==> config.mk <==
export PLATFORM = sky130hd
export DESIGN_NAME = drv_link_ctrl
export DESIGN_NICKNAME = d
export VERILOG_FILES = /design/src/rtl/drv_link_pkg.sv /design/src/rtl/drv_frame_timer.sv /design/src/rtl/drv_sts_rx.sv /design/src/rtl/drv_cmd_tx.sv /design/src/rtl/drv_link_ctrl.sv
export SDC_FILE = /design/constraint.sdc
export NUM_CORES = 1
export LEC_CHECK = 0
export CAP_MARGIN = 20
export CELL_PAD_IN_SITES_DETAIL_PLACEMENT = 0
export CELL_PAD_IN_SITES_GLOBAL_PLACEMENT = 1
export CORE_MARGIN = 2
export CORE_UTILIZATION = 45
export CTS_BUF_LIST = sky130_fd_sc_hd__clkbuf_8
export DETAILED_ROUTE_END_ITERATION = 7
export PLACE_DENSITY_LB_ADDON = 0.1
export SLEW_MARGIN = 40
export SYNTH_ARGS = -nofsm -noshare
export SYNTH_HDL_FRONTEND = slang
export SYNTH_SLANG_ARGS = --single-unit
export TNS_END_PERCENT = 10
==> constraint.sdc <==
create_clock -name clk -period 6 [get_ports clk]
set_clock_uncertainty 0.15 [all_clocks]
set_input_delay 0.6 -clock clk [delete_from_list [all_inputs] [get_ports clk]]
set_output_delay 0.6 -clock clk [all_outputs]
set_load 0.03 [all_outputs]
==> src/rtl/drv_link_pkg.sv <==
package drv_link_pkg;
   typedef enum logic [1:0] {
      LK_IDLE = 2'd0,
      LK_RX   = 2'd1,
      LK_TX   = 2'd2
   } lk_state_e;
endpackage

==> src/rtl/drv_frame_timer.sv <==
module drv_frame_timer #(
   parameter int FRAME_CLKS = 225792
) (
   input  logic clk,
   input  logic rst_n,
   input  logic run,
   output logic tick
);
   localparam int CNT_W = (FRAME_CLKS > 1) ? $clog2(FRAME_CLKS) : 1;
   localparam logic [CNT_W-1:0] LAST = CNT_W'(FRAME_CLKS - 1);

   logic [CNT_W-1:0] cnt;

   generate
      if (FRAME_CLKS < 2) begin : g_bad
         $error("FRAME_CLKS must be at least 2");
      end
   endgenerate

   always_ff @(posedge clk) begin
      if (!rst_n || !run) begin
         cnt  <= '0;
         tick <= 1'b0;
      end else if (cnt == LAST) begin
         cnt  <= '0;
         tick <= 1'b1;
      end else begin
         cnt  <= cnt + 1'b1;
         tick <= 1'b0;
      end
   end

   AST_TICK_SINGLE: assert property (@(posedge clk) disable iff (!rst_n)
      tick |=> !tick);
endmodule

==> src/rtl/drv_sts_rx.sv <==
module drv_sts_rx #(
   parameter int WORD_W  = 4,
   parameter int N_WORDS = 10,
   parameter int IRQ_AT  = 7
) (
   input  logic                      clk,
   input  logic                      rst_n,
   input  logic                      start,
   input  logic                      sts_valid,
   input  logic [WORD_W-1:0]         sts_word,
   output logic                      busy,
   output logic                      hit,
   output logic                      done,
   output logic [N_WORDS*WORD_W-1:0] words
);
   localparam int IDX_W = $clog2(N_WORDS);
   localparam logic [IDX_W-1:0] HIT_IDX  = IDX_W'(IRQ_AT - 1);
   localparam logic [IDX_W-1:0] LAST_IDX = IDX_W'(N_WORDS - 1);

   logic [IDX_W-1:0] idx;
   logic             take;

   assign take = busy && sts_valid;
   assign hit  = take && (idx == HIT_IDX);
   assign done = take && (idx == LAST_IDX);

   always_ff @(posedge clk) begin
      if (!rst_n) begin
         busy <= 1'b0;
         idx  <= '0;
      end else if (start) begin
         busy <= 1'b1;
         idx  <= '0;
      end else if (take) begin
         idx <= idx + 1'b1;
         if (idx == LAST_IDX) busy <= 1'b0;
      end
   end

   always_ff @(posedge clk) begin
      if (!rst_n) begin
         words <= '0;
      end else begin
         for (int g = 0; g < N_WORDS; g++) begin
            if (take && idx == IDX_W'(g)) words[g*WORD_W +: WORD_W] <= sts_word;
         end
      end
   end

   AST_RX_IDX_RANGE: assert property (@(posedge clk) disable iff (!rst_n)
      busy |-> (idx <= LAST_IDX));
   AST_RX_QUIET: assert property (@(posedge clk) disable iff (!rst_n)
      !busy |=> $stable(words));
endmodule

==> src/rtl/drv_cmd_tx.sv <==
module drv_cmd_tx #(
   parameter int WORD_W  = 4,
   parameter int N_WORDS = 10
) (
   input  logic                      clk,
   input  logic                      rst_n,
   input  logic                      start,
   input  logic [N_WORDS*WORD_W-1:0] words,
   output logic                      busy,
   output logic                      done,
   output logic [WORD_W-1:0]         cmd_word
);
   localparam int IDX_W = $clog2(N_WORDS);
   localparam logic [IDX_W-1:0] LAST_IDX = IDX_W'(N_WORDS - 1);

   logic [IDX_W-1:0] idx;

   assign done = busy && (idx == LAST_IDX);

   always_ff @(posedge clk) begin
      if (!rst_n) begin
         busy <= 1'b0;
         idx  <= '0;
      end else if (start) begin
         busy <= 1'b1;
         idx  <= '0;
      end else if (busy) begin
         idx <= idx + 1'b1;
         if (idx == LAST_IDX) busy <= 1'b0;
      end
   end

   always_comb begin
      cmd_word = '0;
      for (int g = 0; g < N_WORDS; g++) begin
         if (busy && idx == IDX_W'(g)) cmd_word = words[g*WORD_W +: WORD_W];
      end
   end

   AST_TX_NO_RESTART: assert property (@(posedge clk) disable iff (!rst_n)
      start |-> !busy);
endmodule

==> src/rtl/drv_link_ctrl.sv <==
module drv_link_ctrl #(
   parameter int ADDR_W     = 5,
   parameter int WORD_W     = 4,
   parameter int N_WORDS    = 10,
   parameter int IRQ_AT     = 7,
   parameter int FRAME_CLKS = 225792,
   parameter int EN_BIT     = 2,
   parameter int ACK_BIT    = 0
) (
   input  logic              clk,
   input  logic              rst_n,
   input  logic              reg_we,
   input  logic [ADDR_W-1:0] reg_addr,
   input  logic [WORD_W-1:0] reg_wdata,
   output logic [WORD_W-1:0] reg_rdata,
   output logic              link_clk_on,
   output logic              frame_req,
   input  logic              sts_valid,
   input  logic [WORD_W-1:0] sts_word,
   output logic              cmd_valid,
   output logic [WORD_W-1:0] cmd_word,
   output logic              irq
);
   import drv_link_pkg::*;

   localparam int SEL_W = ADDR_W - 1;
   localparam logic [SEL_W-1:0] LAST_SEL = SEL_W'(N_WORDS - 1);

   generate
      if (IRQ_AT < 1 || IRQ_AT > N_WORDS) begin : g_bad_irq
         $error("IRQ_AT must lie within the frame");
      end
      if (N_WORDS > (1 << SEL_W) || N_WORDS < 2) begin : g_bad_words
         $error("N_WORDS does not fit the word address space");
      end
      if (EN_BIT >= WORD_W || ACK_BIT >= WORD_W || EN_BIT == ACK_BIT) begin : g_bad_bits
         $error("control bit positions invalid");
      end
   endgenerate

   lk_state_e st;
   logic enable, irq_pend, cmd_pend, tick_pend, tick;
   logic start_rx, start_tx;
   logic rx_busy, rx_hit, rx_done, tx_busy, tx_done;
   logic [N_WORDS*WORD_W-1:0] sts_q, cmd_q;
   logic ctrl_wr, word_wr, ack_wr;
   logic [SEL_W-1:0] sel;

   assign sel     = reg_addr[SEL_W-1:0];
   assign ctrl_wr = reg_we && (reg_addr == '0);
   assign word_wr = reg_we && reg_addr[ADDR_W-1];
   assign ack_wr  = ctrl_wr && reg_wdata[ACK_BIT];

   assign start_tx = (st == LK_IDLE) && cmd_pend;
   assign start_rx = (st == LK_IDLE) && !cmd_pend && tick_pend;

   drv_frame_timer #(.FRAME_CLKS(FRAME_CLKS)) u_timer (
      .clk(clk), .rst_n(rst_n), .run(enable), .tick(tick));

   drv_sts_rx #(.WORD_W(WORD_W), .N_WORDS(N_WORDS), .IRQ_AT(IRQ_AT)) u_rx (
      .clk(clk), .rst_n(rst_n), .start(start_rx), .sts_valid(sts_valid),
      .sts_word(sts_word), .busy(rx_busy), .hit(rx_hit), .done(rx_done),
      .words(sts_q));

   drv_cmd_tx #(.WORD_W(WORD_W), .N_WORDS(N_WORDS)) u_tx (
      .clk(clk), .rst_n(rst_n), .start(start_tx), .words(cmd_q),
      .busy(tx_busy), .done(tx_done), .cmd_word(cmd_word));

   always_ff @(posedge clk) begin
      if (!rst_n) begin
         enable    <= 1'b0;
         irq_pend  <= 1'b0;
         cmd_pend  <= 1'b0;
         tick_pend <= 1'b0;
         frame_req <= 1'b0;
         st        <= LK_IDLE;
      end else begin
         if (ctrl_wr && reg_wdata[EN_BIT]) enable <= 1'b1;
         if (rx_hit)      irq_pend <= 1'b1;
         else if (ack_wr) irq_pend <= 1'b0;
         if (word_wr && sel == LAST_SEL) cmd_pend <= 1'b1;
         else if (start_tx)              cmd_pend <= 1'b0;
         if (tick)          tick_pend <= 1'b1;
         else if (start_rx) tick_pend <= 1'b0;
         frame_req <= start_rx;
         unique case (st)
            LK_IDLE: if (start_tx) st <= LK_TX; else if (start_rx) st <= LK_RX;
            LK_TX:   if (tx_done) st <= LK_IDLE;
            LK_RX:   if (rx_done) st <= LK_IDLE;
            default: st <= LK_IDLE;
         endcase
      end
   end

   always_ff @(posedge clk) begin
      if (!rst_n) begin
         cmd_q <= '0;
      end else begin
         for (int g = 0; g < N_WORDS; g++) begin
            if (word_wr && sel == SEL_W'(g)) cmd_q[g*WORD_W +: WORD_W] <= reg_wdata;
         end
      end
   end

   always_comb begin
      reg_rdata = '0;
      if (reg_addr == '0) begin
         reg_rdata[EN_BIT]  = enable;
         reg_rdata[ACK_BIT] = irq_pend;
      end else if (reg_addr[ADDR_W-1]) begin
         for (int g = 0; g < N_WORDS; g++) begin
            if (sel == SEL_W'(g)) reg_rdata = sts_q[g*WORD_W +: WORD_W];
         end
      end
   end

   assign link_clk_on = enable;
   assign cmd_valid   = tx_busy;
   assign irq         = irq_pend;

   AST_EN_STICKY: assert property (@(posedge clk) disable iff (!rst_n)
      enable |=> enable);
   AST_OFF_QUIET: assert property (@(posedge clk) disable iff (!rst_n)
      !enable |-> (!frame_req && !irq && !rx_busy));
   AST_IRQ_HOLD: assert property (@(posedge clk) disable iff (!rst_n)
      (irq_pend && !ack_wr) |=> irq_pend);
   AST_RX_TX_EXCL: assert property (@(posedge clk) disable iff (!rst_n)
      !(rx_busy && tx_busy));
   AST_NO_FRAME_IN_TX: assert property (@(posedge clk) disable iff (!rst_n)
      !(frame_req && cmd_valid));
endmodule

==> impl_results.md <==
* Nets at 710
* Vias at 4697
* Met2 wire len at 6.711 mm
* Chip height at 117.3 um
* WL met1 at 6.418 mm
* RSZ-0062 raised after global routing: false
* Avg Inst Size Synth at 8.460 um^2
* Vias in the first global route at 4442
* Setup CP Type: reg -> out
* Type of the worst min-delay path: reg -> reg
* YS warnings at 0
* Share of flip-flops with an asynchronous set or reset at 0
* Synth Cell Area at 5778 um^2
* Critical path's top delay family: compound AO/OA/AOI/OAI gates
* Cell Rows at 41
* Worst path max stage delay at 0.69 ns
* Status: finished clean
* Final slew viol count at 0
* Met3 WL at 476 um
* PwrDens at 244.8 nW/um^2
* Max-cap violations at 0
* Starting Density at 0.4597
* Crit path time final at 4.020 ns
* Filler cells at 1266
* GRT Util Overall at 0.2100
* # hold bufs at CTS at 0
* Crit path max fanout at 23
* Synth Register Bits at 116
* Post-route ant nets at 0
* Mapped Cells at 683
* Via density per instance at 5.411
* Root buffer cell: clkbuf_8
* CP Cell Sequence: inv_1 -> ha_1 -> nor3b_1 -> o31ai_1 -> o211ai_1 -> a31oi_1 -> clkdlybuf4s50_1
* Sequential share of the synthesized area at 0.4019
* Critical path startpoint category: flop
* Register area at 2322 um^2
* Fmax at 248.8 MHz
* Max layer used: met4
* Total core area at 12570 um^2
* Remaining DRCs at 0
* Sinks on Clock Net at 116
* Antenna Cells at 0
* Tcrit/Tclk final at 0.6700
* Post-synth cell types at 60
* Antenna violations before repair at 0
* Setup Viol. Count Final at 0
* Share of layout cells above drive strength 1 at 0.07759
* Slowest CP cell: clkdlybuf4s50_1
* Clock slew seen by the registers of the worst setup and hold paths at 0.07 ns
* Number of synthesized flops with an enable pin at 0
* IO Pins at 29
* Horiz. Die Dim at 117.3 um
* Syn nets at 709
* Bufs on Longest Clock Path at 2
* Largest net degree at the start of global routing at 93
* Buffers on Ports at 28
* Post-layout util at 0.5176
* Area share of the largest cell type after synthesis at 0.4019
* CTS tree: yes
* Critical path endpoint category: primary output
* # H-tree levels at 4
* Most frequent cells in the layout: 116 x dfxtp_1, 98 x nand2_1, 60 x nand3_1
* Data arrival time of the worst path at 3.27 ns
* WL/cell at 15.91 um
* Fin Setup TNS at 0 ns
* Final Wtd Congestion at 0.8414
* Drt first pass iters at 4
* Most area-hungry cell type in the Yosys netlist: dfxtp_1
* Static Leakage at 2.153 nW
* Final wirelength at 13.81 mm
* Max IR drop VDD at 179.8 uV
* Main synth FF type: dfxtp_1
* Area of the multi-input gates at 3196 um^2
* Die ar. at 13760 um^2
* Final Hold Fails at 0
* CP bufs+invs at 2
* Initial DRC count at 404
* Latest clock arrival within the worst-skew pair at 0.43 ns
* Detail Placement HPWL at 9.727 mm
* CTS Buf Count at 17
* Worst Path Required at 5.25 ns
* Setup bufs post-CTS at 0
* Layout area overhead at 12.58%
* Post-CTS sizing at 0
* Slew HR at 0.4929
* Top post-synthesis cells by area: dfxtp_1 40%, a21boi_0 7.4%, nand2_1 6.4%
* Slew @ Worst Pin at 0.7607 ns
* Most common cell after layout, fill and taps aside: dfxtp_1
* Grt ovf at 0
* First-pass GRT wire length at 23.08 mm
-- cell type report --
cell class | instances | area share
multi-input cells | 499 | 0.4912
flip-flops and latches | 116 | 0.3570
repair buffers | 32 | 0.04616
clock buffers | 17 | 0.03597
well taps | 172 | 0.03308
clock inverters | 14 | 0.02616
inverters | 18 | 0.01039
-- logic make-up after synthesis --
| kind of cell | Yosys count | synth area share |
|---|---|---|
| mux | 38 | 0.07493 |
| compound gates | 142 | 0.1709 |
| fa+ha+maj | 9 | 0.01949 |
| flops | 116 | 0.4019 |
| xor+xnor | 17 | 0.02577 |
| simple gates | 293 | 0.2609 |
| buf+inv | 68 | 0.04612 |
-- report_power, final --
| part | total (mW) | switching (mW) | internal (mW) |
|---|---|---|---|
| sequential | 0.774 | 0.00165 | 0.772 |
| combinational | 0.0734 | 0.0439 | 0.0295 |
| clock | 0.745 | 0.304 | 0.441 |
| total | 1.59 | 0.350 | 1.24 |
-- metal layers --
metal	vias to the layer above	track usage
li1	2396	-
met1	2213	0.2677
met2	71	0.3512
met3	17	0.05156
met4	0	0.06476
met5	-	0
-- metrics by stage --
| step | setup slack (ns) | power [mW] | instances | hold WS [ns] | area [um^2] |
|---|---|---|---|---|---|
| 2_1_floorplan | 3.067 | 0.8386 | 683 | 0.2677 | 5778 |
| 3_3_place_gp | 1.763 | 0.8642 | 837 | 0.2715 | 6106 |
| 3_5_place_dp | 1.681 | 0.8650 | 837 | 0.2814 | 6106 |
| 4_1_cts | 1.670 | 1.611 | 868 | 0.2976 | 6510 |
| 5_1_grt | 1.776 | 1.658 | 868 | 0.3055 | 6505 |
| 6_report | 1.980 | 1.592 | 868 | 0.2936 | 6505 |
-- worst paths after layout --
path	start	end	slack, ns	cells after the start
hold reg to reg	u_timer.tick$_SDFF_PP0_	tick_pend$_SDFFE_PN0P_	0.29	1
hold / removal	u_timer.tick$_SDFF_PP0_	tick_pend$_SDFFE_PN0P_	0.29	1
setup / recovery	u_tx.idx[1]$_SDFFE_PP0P_	cmd_word[3]	1.98	7
setup reg to reg	u_timer.cnt[0]$_SDFF_PP0_	u_timer.cnt[17]$_SDFF_PP0_	3.88	5
-- cell usage after synthesis, types with 3 or more instances --
library cell / n
xor2_1: 12
nor3b_1: 3
nor4_1: 3
nor3_1: 6
o22ai_1: 3
mux4_2: 4
o21a_1: 3
clkbuf_1: 40
nor2b_1: 35
o21ai_0: 21
nand2_1: 98
a31oi_1: 5
ha_1: 9
a21oi_1: 20
or3_1: 8
a2bb2oi_1: 3
nand3b_1: 9
nand2b_1: 9
xnor2_1: 5
nor2_1: 34
a221oi_1: 4
a21boi_0: 57
nand3_1: 60
dfxtp_1: 116
o31ai_1: 5
inv_1: 18
buf_2: 9
mux2i_1: 32
nand4_1: 5
and3_1: 5
-- registers in the layout (all words and copies together) (netlist names), 2 cells and up --
name	flops
u_tx.idx	4
u_rx.words	40
st	2
u_timer.cnt	18
u_rx.idx	4
cmd_q	40
No activity file was read; power rests on OpenSTA's default activity.
